### config.mk
export PLATFORM = sky130hd
export DESIGN_NAME = seg_addr_gen
export DESIGN_NICKNAME = d
export VERILOG_FILES = /design/src/rtl/seg_addr_pkg.sv /design/src/rtl/seg_ea_unit.sv /design/src/rtl/seg_req_route.sv /design/src/rtl/seg_pa_adder.sv /design/src/rtl/seg_addr_gen.sv
export SDC_FILE = /design/constraint.sdc
export NUM_CORES = 1
export LEC_CHECK = 0
export BUFFER_PORTS_ARGS = -buffer_cell sky130_fd_sc_hd__buf_2
export CORE_ASPECT_RATIO = 0.8
export CORE_MARGIN = 2
export CORE_UTILIZATION = 45
export DETAILED_ROUTE_END_ITERATION = 16
export PLACE_DENSITY = 0.79
export SLEW_MARGIN = 20
export SYNTH_ARGS = -nofsm -noshare
export SYNTH_HDL_FRONTEND = slang
export SYNTH_SLANG_ARGS = --single-unit
### constraint.sdc
create_clock -name vclk -period 8.3
set_input_delay 0 -clock vclk [all_inputs]
set_output_delay 0 -clock vclk [all_outputs]
set_load 0.02 [all_outputs]
### src/rtl/seg_addr_pkg.sv
package seg_addr_pkg;

   // Segment identifiers; also the override code in ovr_i[1:0]
   typedef enum logic [1:0] {
      SEG_ES = 2'd0,
      SEG_CS = 2'd1,
      SEG_SS = 2'd2,
      SEG_DS = 2'd3
   } seg_id_e;

   // Kind of address the caller wants
   typedef enum logic [1:0] {
      REQ_FETCH  = 2'd0,
      REQ_STACK  = 2'd1,
      REQ_DATA   = 2'd2,
      REQ_STRDST = 2'd3
   } req_e;

   // Mode group in mode[3:2]
   localparam logic [1:0] GRP_PLAIN = 2'd0;  // direct / register indirect
   localparam logic [1:0] GRP_REL   = 2'd1;  // register + displacement
   localparam logic [1:0] GRP_BI    = 2'd2;  // base + index
   localparam logic [1:0] GRP_BID   = 2'd3;  // base + index + displacement

   localparam int OVR_W = 3;

endpackage

### src/rtl/seg_ea_unit.sv
module seg_ea_unit
   import seg_addr_pkg::*;
#(
   parameter int OFS_W    = 16,
   parameter int DSHORT_W = 8,
   parameter int MODE_W   = 5
) (
   input  logic [OFS_W-1:0]  bx_i,
   input  logic [OFS_W-1:0]  bp_i,
   input  logic [OFS_W-1:0]  si_i,
   input  logic [OFS_W-1:0]  di_i,
   input  logic [OFS_W-1:0]  disp_i,
   input  logic              disp_wide_i,
   input  logic [MODE_W-1:0] mode_i,
   output logic [OFS_W-1:0]  ea_o,
   output logic              uses_bp_o,
   output logic              legal_o
);

   localparam int EXT_W = OFS_W - DSHORT_W;

   if (MODE_W < 5) begin : g_bad_mode
      $error("seg_ea_unit: MODE_W must be at least 5");
   end
   if (DSHORT_W < 1 || DSHORT_W >= OFS_W) begin : g_bad_dshort
      $error("seg_ea_unit: DSHORT_W must lie in 1..OFS_W-1");
   end

   logic [OFS_W-1:0] disp_ext;
   logic [OFS_W-1:0] term_a, term_b, term_c;
   logic [1:0]       grp, low;
   logic             illegal;

   // Short displacement sign-extended to the offset width
   always_comb begin
      if (disp_wide_i) disp_ext = disp_i;
      else             disp_ext = {{EXT_W{disp_i[DSHORT_W-1]}}, disp_i[DSHORT_W-1:0]};
   end

   assign grp     = mode_i[3:2];
   assign low     = mode_i[1:0];
   assign illegal = |mode_i[MODE_W-1:4];

   always_comb begin
      term_a    = '0;
      term_b    = '0;
      term_c    = '0;
      uses_bp_o = 1'b0;
      case (grp)
         GRP_PLAIN: begin
            case (low)
               2'd0:    term_a = disp_i;
               2'd1:    term_a = bx_i;
               2'd2:    term_a = si_i;
               default: term_a = di_i;
            endcase
         end
         GRP_REL: begin
            case (low)
               2'd0:    term_a = bx_i;
               2'd1:    term_a = bp_i;
               2'd2:    term_a = si_i;
               default: term_a = di_i;
            endcase
            term_c    = disp_ext;
            uses_bp_o = (low == 2'd1);
         end
         default: begin
            term_a    = low[1] ? bp_i : bx_i;
            term_b    = low[0] ? di_i : si_i;
            term_c    = (grp == GRP_BID) ? disp_ext : '0;
            uses_bp_o = low[1];
         end
      endcase
      if (illegal) begin
         term_a    = '0;
         term_b    = '0;
         term_c    = '0;
         uses_bp_o = 1'b0;
      end
   end

   // Sum wraps modulo 2^OFS_W
   assign ea_o    = term_a + term_b + term_c;
   assign legal_o = !illegal;

   always_comb begin
      p_illegal_zero_r10: assert (legal_o || (ea_o == '0))
         else $error("illegal mode produced nonzero EA");
      p_bp_only_legal_r5: assert (legal_o || !uses_bp_o)
         else $error("illegal mode flagged BP base");
   end

endmodule

### src/rtl/seg_req_route.sv
module seg_req_route
   import seg_addr_pkg::*;
#(
   parameter int OFS_W = 16
) (
   input  logic [1:0]       req_i,
   input  logic [OVR_W-1:0] ovr_i,
   input  logic [OFS_W-1:0] data_ea_i,
   input  logic             data_uses_bp_i,
   input  logic             data_legal_i,
   input  logic [OFS_W-1:0] ip_i,
   input  logic [OFS_W-1:0] sp_i,
   input  logic [OFS_W-1:0] di_i,
   output logic [OFS_W-1:0] ea_o,
   output seg_id_e          seg_o
);

   seg_id_e data_seg;

   // Illegal forms ignore override, then override, then base-register default
   always_comb begin
      if (!data_legal_i)  data_seg = SEG_DS;
      else if (ovr_i[2])  data_seg = seg_id_e'(ovr_i[1:0]);
      else if (data_uses_bp_i) data_seg = SEG_SS;
      else                data_seg = SEG_DS;
   end

   always_comb begin
      case (req_e'(req_i))
         REQ_FETCH:  begin ea_o = ip_i;      seg_o = SEG_CS;   end
         REQ_STACK:  begin ea_o = sp_i;      seg_o = SEG_SS;   end
         REQ_STRDST: begin ea_o = di_i;      seg_o = SEG_ES;   end
         default:    begin ea_o = data_ea_i; seg_o = data_seg; end
      endcase
   end

   always_comb begin
      p_fetch_cs_r2: assert (req_i != REQ_FETCH || (seg_o == SEG_CS && ea_o == ip_i))
         else $error("fetch not CS:IP");
      p_stack_ss_r3: assert (req_i != REQ_STACK || (seg_o == SEG_SS && ea_o == sp_i))
         else $error("stack not SS:SP");
      p_strdst_es_r6: assert (req_i != REQ_STRDST || (seg_o == SEG_ES && ea_o == di_i))
         else $error("string destination not ES:DI");
   end

endmodule

### src/rtl/seg_pa_adder.sv
module seg_pa_adder
   import seg_addr_pkg::*;
#(
   parameter int SEG_W = 16,
   parameter int OFS_W = 16,
   parameter int SHIFT = 4
) (
   input  seg_id_e          seg_i,
   input  logic [SEG_W-1:0] cs_i,
   input  logic [SEG_W-1:0] ss_i,
   input  logic [SEG_W-1:0] ds_i,
   input  logic [SEG_W-1:0] es_i,
   input  logic [OFS_W-1:0] ea_i,
   output logic [SEG_W+SHIFT-1:0] pa_o
);

   localparam int PA_W = SEG_W + SHIFT;

   if (SHIFT < 1) begin : g_bad_shift
      $error("seg_pa_adder: SHIFT must be at least 1");
   end
   if (PA_W <= OFS_W) begin : g_bad_width
      $error("seg_pa_adder: shifted segment must be wider than the offset");
   end

   logic [SEG_W-1:0] seg_tab [4];
   logic [SEG_W-1:0] seg_val;
   logic [PA_W-1:0]  seg_sh, ea_ext;

   assign seg_tab[SEG_ES] = es_i;
   assign seg_tab[SEG_CS] = cs_i;
   assign seg_tab[SEG_SS] = ss_i;
   assign seg_tab[SEG_DS] = ds_i;
   assign seg_val         = seg_tab[seg_i];

   assign seg_sh = {seg_val, {SHIFT{1'b0}}};
   assign ea_ext = {{(PA_W-OFS_W){1'b0}}, ea_i};

   // Wraps modulo 2^PA_W
   assign pa_o = seg_sh + ea_ext;

   always_comb begin
      p_pa_low_bits_r1: assert (pa_o[SHIFT-1:0] == ea_i[SHIFT-1:0])
         else $error("PA low bits differ from EA");
   end

endmodule

### src/rtl/seg_addr_gen.sv
module seg_addr_gen
   import seg_addr_pkg::*;
#(
   parameter int SEG_W    = 16,
   parameter int OFS_W    = 16,
   parameter int SHIFT    = 4,
   parameter int DSHORT_W = 8,
   parameter int MODE_W   = 5
) (
   input  logic [SEG_W-1:0]       cs_i,
   input  logic [SEG_W-1:0]       ss_i,
   input  logic [SEG_W-1:0]       ds_i,
   input  logic [SEG_W-1:0]       es_i,
   input  logic [OFS_W-1:0]       bx_i,
   input  logic [OFS_W-1:0]       bp_i,
   input  logic [OFS_W-1:0]       si_i,
   input  logic [OFS_W-1:0]       di_i,
   input  logic [OFS_W-1:0]       ip_i,
   input  logic [OFS_W-1:0]       sp_i,
   input  logic [OFS_W-1:0]       disp_i,
   input  logic                   disp_wide_i,
   input  logic [MODE_W-1:0]      mode_i,
   input  logic [OVR_W-1:0]       ovr_i,
   input  logic [1:0]             req_i,
   output logic [OFS_W-1:0]       ea_o,
   output logic [1:0]             seg_sel_o,
   output logic [SEG_W+SHIFT-1:0] pa_o
);

   logic [OFS_W-1:0] data_ea;
   logic             data_uses_bp, data_legal;
   seg_id_e          seg_sel;

   seg_ea_unit #(.OFS_W(OFS_W), .DSHORT_W(DSHORT_W), .MODE_W(MODE_W)) u_ea (
      .bx_i(bx_i), .bp_i(bp_i), .si_i(si_i), .di_i(di_i),
      .disp_i(disp_i), .disp_wide_i(disp_wide_i), .mode_i(mode_i),
      .ea_o(data_ea), .uses_bp_o(data_uses_bp), .legal_o(data_legal)
   );

   seg_req_route #(.OFS_W(OFS_W)) u_route (
      .req_i(req_i), .ovr_i(ovr_i),
      .data_ea_i(data_ea), .data_uses_bp_i(data_uses_bp), .data_legal_i(data_legal),
      .ip_i(ip_i), .sp_i(sp_i), .di_i(di_i),
      .ea_o(ea_o), .seg_o(seg_sel)
   );

   seg_pa_adder #(.SEG_W(SEG_W), .OFS_W(OFS_W), .SHIFT(SHIFT)) u_pa (
      .seg_i(seg_sel), .cs_i(cs_i), .ss_i(ss_i), .ds_i(ds_i), .es_i(es_i),
      .ea_i(ea_o), .pa_o(pa_o)
   );

   assign seg_sel_o = seg_sel;

   always_comb begin
      p_ovr_applied_r7: assert (!(req_i == REQ_DATA && data_legal && ovr_i[2]) ||
                                (seg_sel_o == ovr_i[1:0]))
         else $error("override not applied");
      p_data_default_r5: assert (!(req_i == REQ_DATA && !ovr_i[2]) ||
                                 (seg_sel_o == (data_uses_bp ? SEG_SS : SEG_DS)))
         else $error("default data segment wrong");
   end

endmodule

==> results_dict.tcl <==
set metrics [dict create \
    status "finished clean" \
    vias 5437 \
    drc_errors 0 \
    drtIter0Drc 344 \
    place_congestion 0.890 \
    grt_max_degree 61 \
    hp-class "input port to primary output" \
    seqCellArea_um2 0 \
    area_delta_synth_final_pct 25.0 \
    crit_type "input port to primary output" \
    holdWs_ns 0.450 \
    powerDensity_nw_per_um2 98.9 \
    grt_usage_pct 24.6 \
    gr-total-overflow 0 \
    grt_pass1_vias 4663 \
    cts_setup_buffers 0 \
    critPathLaunchType "input port" \
    dieWidth_um 115 \
    die_area_um2 10700 \
    yosysSeqAreaShare_pct 0 \
    start_util_pct 46.3 \
    worstMarginPinSlew_ns 0.901 \
    p_leak_nw 2.75 \
    core_um2 9650 \
    fin_crit_ns 6.44 \
    die_y_um 93.1 \
    drv_cap 0 \
    pre_cts_ws_ns 1.96 \
    worst_slack_ns 1.86 \
    syn_area_um2 4460 \
    drv_slew 0 \
    n_clock_buffer 0 \
    synth_fp_nets 886 \
    yosysMostFrequentCell "nor2_1" \
    synth_common_cells "78 x nor2_1, 75 x nand2_1, 67 x o21ai_0" \
    critPathArrivalTime_ns 6.44 \
    syn_area_per_cell_um2 6.79 \
    fmax_mhz 155 \
    num_io_pins 225 \
    ys_warn_count 0 \
    portBuffers 225 \
    dpl_cell_area_um2 5580 \
    slowest_stage "mux4_2" \
    relSlewSlack_pct 39.8 \
    dp_hpwl_mm 11.9 \
    drtAntennaViolNets 0 \
    slowest_delay_ns 0.49 \
    finalNonFillerCells 976 \
    crit_required_ns 8.30 \
    utilization_pct 57.8 \
    cp_common_cell "o21ai_0" \
    placementRows 32 \
    hold_viol 0 \
    seq_cell_count 0 \
    irDropWorstVdd_mv 0.0530 \
    vias_per_cell 5.57 \
    drt_first_pass_iters 5 \
    finalPower_mw 0.552 \
    nNetsFinal 1071 \
    hold_buffers 0 \
    fill_cells 953 \
    ctsResizeCount 0 \
    antenna_found_initial 0 \
    crit_fanout 60 \
    synth_cell_types 67 \
    setup-tns-final_ns 0 \
    insertedDiodeCount 0 \
    drt-total-wl_mm 14.3 \
    synth_top_area_share_pct 7.62 \
    finalCritPeriodShare_pct 77.6 \
    stdcell_area_um2 5580 \
    rsz0062_at_grt "false" \
    setup_viol_count_final 0 \
    synth_area_leader_cell "fa_1" \
    drive_gt1_share_pct 34.3 \
    dp_cells 976 \
    syn_inst 657 \
    wl_per_cell_um 14.7 \
    synthTopCellsByArea "fa_1 7.6%, o21ai_0 7.5%, ha_1 7.0%, mux2_2 6.6%, nor2_1 6.6%" \
    worstSetupEndpointType "primary output" \
    grt_first_pass_wirelength_mm 22.0 \
]
-- per-layer routing --
layer | GRT usage (%) | routed length, um
met5 | 0 | 0
met3 | 1.62 | 1010
met4 | 1.00 | 64
met1 | 34.5 | 6500
met2 | 43.6 | 6770
-- power by group --
group / leakage [nW] / switching, mW / total, mW / internal (mW)
clock network: 0 / 0 / 0 / 0
logic: 2.75 / 0.320 / 0.552 / 0.232
registers: 0 / 0 / 0 / 0
-- layout by cell type (no fill, tap or decap), types with 3 or more instances in the layout --
master | netlist | final
and2_1 | 12 | 12
a311o_1 | 7 | 7
o21a_1 | 5 | 5
xor2_1 | 4 | 4
fa_1 | 17 | 17
nor2_1 | 78 | 77
or2_2 | 3 | 3
nor3_1 | 10 | 10
a21oi_1 | 54 | 54
nand2_1 | 75 | 75
buf_4 | 6 | 5
xnor2_1 | 12 | 12
o22ai_1 | 16 | 16
buf_2 | 5 | 225
o211ai_1 | 8 | 8
nand2b_1 | 5 | 5
a211oi_1 | 6 | 6
nand3_1 | 13 | 13
mux4_2 | 12 | 12
a211o_1 | 8 | 8
ha_1 | 25 | 25
o211ai_2 | 3 | 3
nand3b_1 | 5 | 5
o21ai_0 | 67 | 67
a31oi_1 | 5 | 5
mux2_2 | 26 | 26
mux2i_1 | 24 | 24
or3_1 | 9 | 9
nor2b_1 | 14 | 14
inv_1 | 40 | 40
o21ai_1 | 4 | 4
a21o_1 | 5 | 5
-- worst max-delay path, delay by kind of cell --
kind	cells	cell delay [ns]
fa+ha+maj	4	1.51
simple gates	5	0.58
xor+xnor	1	0.13
buf+inv	5	0.88
compound gates	14	2.83
mux	1	0.49
-- worst paths after layout --
check	startpoint	to	slack [ns]	cells past startpoint
worst max-delay path	mode_i[3]	pa_o[19]	1.86	30
worst min-delay path	sp_i[3]	pa_o[3]	0.45	3
-- cell type report --
cell class	instances	area, um^2	share of cell area [%]
tap	136	170	3.05
multi-input combinational	569	4090	73.3
timing repair buffer	230	1160	20.9
inverter	41	154	2.76
-- cells by family after synthesis --
kind of cell	after synthesis	share of synthesized area, %
compound gates	208	29.3
fa+ha+maj	42	14.6
mux	62	18.0
simple gates	238	25.3
buf+inv	88	8.38
xor+xnor	19	4.37
(Power assumes the default switching activity.)
